--- src/rtl/rtc_pkg.sv ---
`timescale 1ns/1ps
package rtc_pkg;
  localparam int NREG = 8;
  localparam int IDXW = $clog2(NREG);
  localparam int IX_SS = 0, IX_SEC = 1, IX_MIN = 2, IX_HR = 3;
  localparam int IX_DOW = 4, IX_DATE = 5, IX_MON = 6, IX_YR = 7;

  typedef logic [NREG-1:0][7:0] rtc_time_t;

  localparam rtc_time_t TIME_AT_RESET =
    {8'h00, 8'h01, 8'h01, 8'h00, 8'h00, 8'h00, 8'h00, 8'h00};

  function automatic logic [7:0] bcd_inc(input logic [7:0] v);
    if (v[3:0] == 4'd9) return {v[7:4] + 4'd1, 4'd0};
    return {v[7:4], v[3:0] + 4'd1};
  endfunction

  // year/4 test on two BCD digits: even tens need units 0,4,8; odd tens 2,6
  function automatic logic leap_year(input logic [7:0] yr);
    if (!yr[4]) return (yr[3:0] == 4'd0) || (yr[3:0] == 4'd4) || (yr[3:0] == 4'd8);
    return (yr[3:0] == 4'd2) || (yr[3:0] == 4'd6);
  endfunction

  function automatic logic [7:0] last_day(input logic [7:0] mon, input logic [7:0] yr);
    case (mon)
      8'h02: return leap_year(yr) ? 8'h29 : 8'h28;
      8'h04, 8'h06, 8'h09, 8'h11: return 8'h30;
      default: return 8'h31;
    endcase
  endfunction
endpackage

--- src/rtl/rtc_time_chain.sv ---
`timescale 1ns/1ps
module rtc_time_chain
  import rtc_pkg::*;
(
  input  logic      clk,
  input  logic      rst_n,
  input  logic      tick,
  input  logic      load,
  input  rtc_time_t load_val,
  output rtc_time_t now
);
  rtc_time_t nxt;
  logic c_ss, c_sec, c_min, c_hr, c_date;
  logic [7:0] mlen;

  always_comb begin
    nxt    = now;
    mlen   = last_day(now[IX_MON], now[IX_YR]);
    c_ss   = (now[IX_SS] == 8'h99);
    c_sec  = c_ss  && (now[IX_SEC] == 8'h59);
    c_min  = c_sec && (now[IX_MIN] == 8'h59);
    c_hr   = c_min && (now[IX_HR] == 8'h23);
    c_date = c_hr  && (now[IX_DATE] == mlen);
    nxt[IX_SS] = c_ss ? 8'h00 : bcd_inc(now[IX_SS]);
    if (c_ss)  nxt[IX_SEC] = (now[IX_SEC] == 8'h59) ? 8'h00 : bcd_inc(now[IX_SEC]);
    if (c_sec) nxt[IX_MIN] = (now[IX_MIN] == 8'h59) ? 8'h00 : bcd_inc(now[IX_MIN]);
    if (c_min) nxt[IX_HR]  = (now[IX_HR]  == 8'h23) ? 8'h00 : bcd_inc(now[IX_HR]);
    if (c_hr) begin
      nxt[IX_DOW]  = (now[IX_DOW] == 8'h06) ? 8'h00 : bcd_inc(now[IX_DOW]);
      nxt[IX_DATE] = c_date ? 8'h01 : bcd_inc(now[IX_DATE]);
    end
    if (c_date) begin
      nxt[IX_MON] = (now[IX_MON] == 8'h12) ? 8'h01 : bcd_inc(now[IX_MON]);
      if (now[IX_MON] == 8'h12)
        nxt[IX_YR] = (now[IX_YR] == 8'h99) ? 8'h00 : bcd_inc(now[IX_YR]);
    end
  end

  always_ff @(posedge clk) begin
    if (!rst_n)    now <= TIME_AT_RESET;
    else if (load) now <= load_val;
    else if (tick) now <= nxt;
  end

  // without a tick or a load the time holds
  assert_hold_idle_R2: assert property (@(posedge clk) disable iff (!rst_n)
    (!tick && !load) |=> $stable(now));
  // seconds move only when the sub-second field wraps
  assert_sec_carry_R2: assert property (@(posedge clk) disable iff (!rst_n)
    (tick && !load && now[IX_SS] != 8'h99) |=> (now[IX_SEC] == $past(now[IX_SEC])));
endmodule

--- src/rtl/rtc_shadow_buf.sv ---
`timescale 1ns/1ps
module rtc_shadow_buf
  import rtc_pkg::*;
(
  input  logic            clk,
  input  logic            rst_n,
  input  logic            txn_start,
  input  logic            txn_abort,
  input  logic            ack_pre,
  input  logic            ack_is_write,
  input  logic            stop,
  input  logic            wr_valid,
  input  logic [IDXW-1:0] wr_idx,
  input  logic [7:0]      wr_data,
  input  rtc_time_t       live,
  output logic            wr_ready,
  output logic            commit,
  output rtc_time_t       shadow
);
  logic wr_open, wrote;
  logic kill;

  assign kill     = txn_start || txn_abort;
  assign wr_ready = wr_open;
  assign commit   = stop && wr_open && wrote && !kill && !ack_pre;

  always_ff @(posedge clk) begin
    if (!rst_n) begin
      wr_open <= 1'b0;
      wrote   <= 1'b0;
      shadow  <= TIME_AT_RESET;
    end else if (kill) begin
      wr_open <= 1'b0;
      wrote   <= 1'b0;
    end else if (ack_pre) begin
      shadow  <= live;
      wr_open <= ack_is_write;
      wrote   <= 1'b0;
    end else if (stop) begin
      wr_open <= 1'b0;
    end else if (wr_valid && wr_open) begin
      shadow[wr_idx] <= wr_data;
      wrote          <= 1'b1;
    end
  end

  // the snapshot equals the live time seen before the edge
  assert_snapshot_R4: assert property (@(posedge clk) disable iff (!rst_n)
    (ack_pre && !kill) |=> (shadow == $past(live)));
  // an accepted byte lands at its own index
  assert_byte_lands_R5: assert property (@(posedge clk) disable iff (!rst_n)
    (wr_valid && wr_ready && !kill && !ack_pre && !stop)
      |=> (shadow[$past(wr_idx)] == $past(wr_data)));
  // an abort closes the session
  assert_abort_closes_R8: assert property (@(posedge clk) disable iff (!rst_n)
    txn_abort |=> !wr_ready);
endmodule

--- src/rtl/rtc_snapshot_unit.sv ---
`timescale 1ns/1ps
module rtc_snapshot_unit
  import rtc_pkg::*;
(
  input  logic            clk,
  input  logic            rst_n,
  input  logic            tick,
  input  logic            txn_start,
  input  logic            ack_pre,
  input  logic            ack_is_write,
  input  logic            stop,
  input  logic            txn_abort,
  input  logic            wr_valid,
  output logic            wr_ready,
  input  logic [IDXW-1:0] wr_idx,
  input  logic [7:0]      wr_data,
  input  logic [IDXW-1:0] rd_idx,
  output logic [7:0]      rd_data,
  output logic            pps_out
);
  localparam logic [7:0] HALF_SEC = 8'h50;

  rtc_time_t live, shadow, load_val;
  logic commit;

  rtc_shadow_buf u_buf (
    .clk(clk), .rst_n(rst_n), .txn_start(txn_start), .txn_abort(txn_abort),
    .ack_pre(ack_pre), .ack_is_write(ack_is_write), .stop(stop),
    .wr_valid(wr_valid), .wr_idx(wr_idx), .wr_data(wr_data), .live(live),
    .wr_ready(wr_ready), .commit(commit), .shadow(shadow)
  );

  always_comb begin
    load_val        = shadow;
    load_val[IX_SS] = 8'h00;
  end

  rtc_time_chain u_chain (
    .clk(clk), .rst_n(rst_n), .tick(tick), .load(commit),
    .load_val(load_val), .now(live)
  );

  assign rd_data = shadow[rd_idx];
  assign pps_out = (live[IX_SS] < HALF_SEC);

  // a commit copies the edited calendar fields
  assert_commit_copies_R6: assert property (@(posedge clk) disable iff (!rst_n)
    commit |=> (live[NREG-1:1] == $past(shadow[NREG-1:1])));
  // the sub-second field restarts at zero
  assert_commit_ss_zero_R7: assert property (@(posedge clk) disable iff (!rst_n)
    commit |=> (live[IX_SS] == 8'h00));
  // the 1 Hz phase restarts high
  assert_pps_restart_R9: assert property (@(posedge clk) disable iff (!rst_n)
    commit |=> pps_out);
endmodule

--- config.mk ---
export PLATFORM = sky130hd
export DESIGN_NAME = rtc_snapshot_unit
export DESIGN_NICKNAME = d
export VERILOG_FILES = /design/src/rtl/rtc_pkg.sv /design/src/rtl/rtc_time_chain.sv /design/src/rtl/rtc_shadow_buf.sv /design/src/rtl/rtc_snapshot_unit.sv
export SDC_FILE = /design/constraint.sdc
export NUM_CORES = 1
export LEC_CHECK = 0
export CAP_MARGIN = 10
export CORE_ASPECT_RATIO = 2
export CORE_MARGIN = 2
export CORE_UTILIZATION = 60
export CTS_BUF_LIST = sky130_fd_sc_hd__clkbuf_8
export DETAILED_ROUTE_END_ITERATION = 8
export DONT_BUFFER_PORTS = 1
export PLACE_DENSITY = 0.78
export SETUP_SLACK_MARGIN = 0.3
export SYNTH_ARGS = -nofsm -noshare
export SYNTH_HDL_FRONTEND = slang
export SYNTH_SLANG_ARGS = --single-unit
--- constraint.sdc ---
create_clock -name clk -period 4.4 [get_ports clk]
set_clock_uncertainty 0.1 [all_clocks]
set_input_delay 1.1 -clock clk [delete_from_list [all_inputs] [get_ports clk]]
set_output_delay 1.1 -clock clk [all_outputs]
set_load 0.005 [all_outputs]
==> metrics.txt, run 1 <==
CP delay by family, top=simple AND/OR/NAND/NOR gates; Routed wire per std cell=24.2 um; max-cap viol count=0; most common cell in the netlist=nor2_1; Post-synth EDFFs=0; Cell Area, Synth=7480 sq um; post-synthesis net count=960; top cell type's share of synthesized area=34.8%; CP endpoint kind=register; Final Hold Vio Count=0; area leader, netlist=dfxtp_1; arrival time at the worst endpoint=3.73 ns; CTS tree=done; synth warn=0; Tmin final=3.47 ns; GRT Total Usage=36.9%; Final setup viols=0; vias per inst=7.13; slew margin rel.=14.6%; Worst Tran Pin Value=1.28 ns; core area=12100 sq um; clk_lat worst skew=0.45 ns; largest net degree at the start of global routing=103; TNS Setup=0 ns; post-synthesis register bit count=130; top cells by area, synth=dfxtp_1 35%, a211oi_1 8.0%, a21oi_1 7.0%; Layout Cells excl Fill=1030; drt pass-1 iters=6; Placed Cells=997; setup repair after global routing missed its margin=false; wirelength, routed=24900 um; first-pass GRT wire length=38600 um; share of cells above drive strength 1=9.51%; CP bufs+invs=1; Tcrit/Tclk final=78.9%; Congestion Overflow GR=0; top cells by count, synth=133 x nor2_1, 130 x dfxtp_1, 105 x a21oi_1; initial antenna violation count=0; cts repair resizes=0; Max H-tree Level=4; Pwr Density=319 nW/um^2; DRT iter0 DRCs=711; top_reg_cell synth=dfxtp_1; Layout area overhead=5.13%; type of the most critical hold path=reg -> reg; Critical Path Start Type=register; CTS Root Cell=clkbuf_8; Post-CTS Hold Fix Bufs=0; Seq/Total Area, Yosys=34.8%; CP Class=reg -> reg; die area=13400 sq um; Die Y=162 um; post-CTS setup buffer count=0; Finished Core Util=64.9%; Post-synth ARST share=0%; Final HPWL DP=17200 um; number of remaining DRC errors=0; Via Count=7348; Post-Synthesis Cells=912; NumNets Final=918; Slowest Stage Delay on Critical Path=0.82 ns; # IOs=33; Rows=57; Clock Path Buffers=2; Peak supply drop=0.255 mV; Max Clk Rate=288 MHz; Critical-path top delay cell=or4b_2; TritonCTS Buffers=17; # diodes=0; GPL Wtd Cong=1.02; Initial Util=61.7%; antenna-violating nets left=0; die width=83.0 um; number of global-route vias before repair=7298; syn avg cell area=8.20 sq um; static leakage=2.62 nW; Max Slew Vio Count=0; worst-path fanout max=12; clock slew at reported path FFs=0.08 ns; Synth cell types=71; CP Data Required Time=4.66 ns; worst-path cell chain=inv_1 -> ha_1 -> nor2b_1 -> a311oi_1 -> and3b_1 -> o2111ai_1 -> or4b_2 -> a31oi_1; count of clock tree sinks=130; # port buffers=0; outcome=completed
-- cells in the final DEF (no fill, tap or decap), types with 9 or more instances in the layout --
cell type and instances:
clkbuf_8 18, nor2b_1 9, o21ai_0 38, nor2_1 133, mux4_2 16, inv_1 26
ha_1 25, a31oi_1 13, dfxtp_1 130, a21oi_1 105, a211oi_1 80, nand3b_1 10
nand3_1 34, nand2_1 51, nor3_1 19, xor2_1 10, a221oi_1 9
-- through the flow --
stage          hold WS (ns)  cell area, sq um  power (mW)  setup WS [ns]
6_report              0.412              7870        2.51          0.930
5_1_grt               0.432              7870        2.58          0.740
4_1_cts               0.410              7860        2.50           1.01
3_5_place_dp          0.396              7430        1.41          0.941
3_3_place_gp          0.383              7430        1.40          0.995
2_1_floorplan         0.342              7480        1.38          0.349
-- report_power, final --
part           total (mW)  internal (mW)  leakage (nW)  switching (mW)
logic               0.159         0.0611          1.36          0.0981
clock network        1.12          0.583         0.210           0.539
registers            1.23           1.20          1.05          0.0308
total                2.51           1.84          2.62           0.668
-- registers in the layout (all words and copies together) (netlist names) --
| register | flops |
|---|---|
| u_buf.shadow | 64 |
| u_buf.wr_ready | 1 |
| u_buf.wrote | 1 |
| u_chain.now | 64 |
-- per-layer routing --
layer / global-route usage, % / routed length [um] / vias up
li1: - / - / 3282
met1: 36.9 / 8150 / 3495
met2: 65.1 / 12500 / 413
met3: 7.52 / 2030 / 158
met4: 30.1 / 2300 / 0
met5: 0 / 0 / -
-- final cells by class --
type	count	area, sq um
sequential	130	2600
fill	1057	4260
clock inverter	14	176
inverter	27	101
clock buffer	18	248
tap	147	184
multi-input combinational	686	4480
timing repair buffer	8	72.6
-- worst min-delay path: stages, from the launching register on --
cell	delay (ns)
dfxtp_1	0.32
nor2_1	0.10
nor3_1	0.05
-- cell families (layout without fill, tap and decap cells) --
family | after synthesis | in the layout | share of synthesized area (%)
multiplexers | 32 | 32 | 7.09
AND/OR/NAND/NOR | 324 | 324 | 21.6
adder cells (fa/ha/maj) | 25 | 25 | 4.18
XOR/XNOR | 15 | 15 | 1.76
flip-flops | 130 | 130 | 34.8
AO/OA/AOI/OAI | 290 | 290 | 25.1
buffers and inverters | 96 | 67 | 5.45
-- final timing paths --
check                                             startpoint                      endpoint  slack [ns]  depth (start not counted)
worst max-delay path            u_chain.now[52]$_SDFFE_PN0P_  u_chain.now[50]$_SDFFE_PN0P_        0.93                          8
worst min-delay path                u_buf.wrote$_SDFFE_PP0P_      u_buf.wrote$_SDFFE_PP0P_        0.41                          2
worst max register to register  u_chain.now[52]$_SDFFE_PN0P_  u_chain.now[50]$_SDFFE_PN0P_        0.93                          8
worst min register to register      u_buf.wrote$_SDFFE_PP0P_      u_buf.wrote$_SDFFE_PP0P_        0.41                          2
No activity file was read; power rests on OpenSTA's default activity.
==> run 2: changes to the inputs <==
ABC_AREA = 1   (was default)
PLACE_DENSITY = 0.81   (was 0.78)
clock period = 2.9 ns   (was 4.4 ns; I/O delays follow)
==> metrics.txt, run 2 <==
number of global-route vias before repair=7087; most common cell in the netlist=a21oi_1; setup ws final=0.437 ns; arrival time at the worst endpoint=1.64 ns; Seq/Total Area, Yosys=34.8%; clk_lat worst skew=0.44 ns; largest net degree at the start of global routing=109; # IOs=33; setup slack, reg-to-reg=0.49 ns; Via Count=7597; CP Class=in -> out; Peak supply drop=0.395 mV; Tcrit/Tclk final=84.9%; Internal Power=2.74 mW; count of clock tree sinks=130; clock slew at reported path FFs=0.08 ns; cts repair resizes=0; switching share of total power=26.1%; CP Data Required Time=2.08 ns; initial antenna violation count=0; TritonCTS Buffers=17; first-pass GRT wire length=35700 um; Placed Cells=1206; clock share of power=43.1%; Cell Area, Synth=7470 sq um; Final Hold Vio Count=0; Max Clk Rate=406 MHz; # port buffers=0; post-CTS setup buffer count=0; TNS Setup=0 ns; top cells by area, synth=dfxtp_1 35%, a21oi_1 13%, o21ai_0 9.3%; syn avg cell area=6.87 sq um; Congestion Overflow GR=0; Worst Tran Pin Value=0.613 ns; CTS Root Cell=clkbuf_8; die area=13400 sq um; commonest non-fill, non-tap cells in the layout=198 x a21oi_1, 138 x o21ai_0, 130 x dfxtp_1, 118 x nand2_1, 113 x inv_1; Hold Crit Start=ack_pre; DRT iter0 DRCs=758; drt pass-1 iters=5; Max H-tree Level=4; CTS tree=done; Initial Util=61.6%; Final HPWL DP=15900 um; die width=82.9 um; outcome=completed; Post-synth EDFFs=0; worst reg2reg endpoint=u_chain.now[52]$_SDFFE_PN0P_; Clock Path Buffers=2; Hold Path End=u_buf.wr_ready$_SDFFE_PP0P_; synth warn=0; Sequential Power Share=50.1%; Sw Pwr=0.967 mW; Worst R2R Path Depth=13; Post-CTS Hold Fix Bufs=0; CP endpoint kind=output port; DP Worst Slack=0.351 ns; Die Y=162 um; wirelength, routed=22400 um; top cells by count, synth=198 x a21oi_1, 139 x o21ai_0, 130 x dfxtp_1; core area=12100 sq um; vias per inst=6.14; GRT Total Usage=33.4%; logic gate share of total power=6.8%; worst flop-to-flop path startpoint=u_chain.now[16]$_SDFFE_PN0P_; Rows=57; Routed wire per std cell=18.1 um; setup repair after global routing missed its margin=true; max-cap viol count=0; share of cells above drive strength 1=8.89%; post-synthesis net count=1136; Synth cell types=40; top cell type's share of synthesized area=34.8%; Post-Synthesis Cells=1088; slew margin rel.=59.1%; Pwr Density=460 nW/um^2; GPL Wtd Cong=0.985; NumNets Final=1126; Layout Cells excl Fill=1238; # diodes=0; type of the most critical hold path=in -> reg; number of remaining DRC errors=0; antenna-violating nets left=0; worst-path fanout max=30; Max Slew Vio Count=0; Layout area overhead=7.79%; Tmin final=2.46 ns; Post-synth ARST share=0%; Critical Path Start Type=input port; top_reg_cell synth=dfxtp_1; area leader, netlist=dfxtp_1; biggest regs=u_buf.shadow (64), u_chain.now (64); total power=3.71 mW; Hold Path Depth=2; static leakage=3.23 nW; post-synthesis register bit count=130; Final setup viols=0; commonest non-fill, non-tap cell in the layout=a21oi_1
[run 2: changes by cell type after synthesis, moves of 13 or more]
cell      delta
nand3_1     +16
a211oi_1    -72
o22ai_1     +13
mux4_2      -16
inv_1       +86
nand4_1     +13
nor2_1      -26
o21ai_0    +101
nand2_1     +67
a21oi_1     +93
[run 2: layout make-up]
type	count	area, sq um
inverter	125	477
sequential	130	2600
clock inverter	12	131
fill	1119	4070
timing repair buffer	22	190
tap	147	184
multi-input combinational	782	4200
clock buffer	20	275
[run 2: cell families (layout without fill, tap and decap cells)]
kind of cell    count (synthesis)  in the layout  share of synthesized area, %
buf+inv                       176            179                          9.23
compound gates                395            395                          28.1
xor+xnor                       24             24                          2.81
simple gates                  338            338                          20.8
fa+ha+maj                      25             25                          4.19
flops                         130            130                          34.8
[run 2: how the worst max path moves through the flow]
stage | start | endpoint | slack (ns) | cells past startpoint
finish | rd_idx[0] | rd_data[5] | 0.44 | 5
global route | rd_idx[0] | rd_data[1] | 0.28 | 6
CTS | rd_idx[0] | rd_data[5] | 0.35 | 5
detailed placement | rd_idx[0] | rd_data[5] | 0.35 | 5
global placement | rd_idx[0] | rd_data[5] | 0.38 | 5
floorplan | rd_idx[0] | rd_data[3] | 0.50 | 6
[run 2: per-stage QoR]
stage | util [%] | cell area (sq um) | hold WS, ns
after floorplan | - | 7470 | 0.321
after global placement | 62.9 | 7630 | 0.328
after detailed placement | 62.9 | 7630 | 0.343
after CTS | 66.3 | 8030 | 0.275
after global routing | 66.4 | 8060 | 0.310
final | 66.4 | 8060 | 0.322
[run 2: power groups by stage]
stage	combinational, mW	clock, mW	sequential, mW
2_1_floorplan	0.204	0	1.88
3_3_place_gp	0.239	0	1.90
3_5_place_dp	0.244	0	1.90
4_1_cts	0.245	1.60	1.86
5_1_grt	0.278	1.67	1.86
6_report	0.251	1.60	1.86
[run 2: metal layers]
layer	track usage (%)	up-vias	part of all wire, %
li1	-	3686	-
met1	36.4	3487	36
met2	57.7	313	49
met3	6.00	111	6.5
met4	23.9	0	8.1
met5	0	-	0
[run 2: critical path, cell delays in order]
cell and delay (ns):
clkinvlp_4 0.15, buf_12 0.21, a21oi_1 0.13, o21ai_0 0.10, a31oi_1 0.32
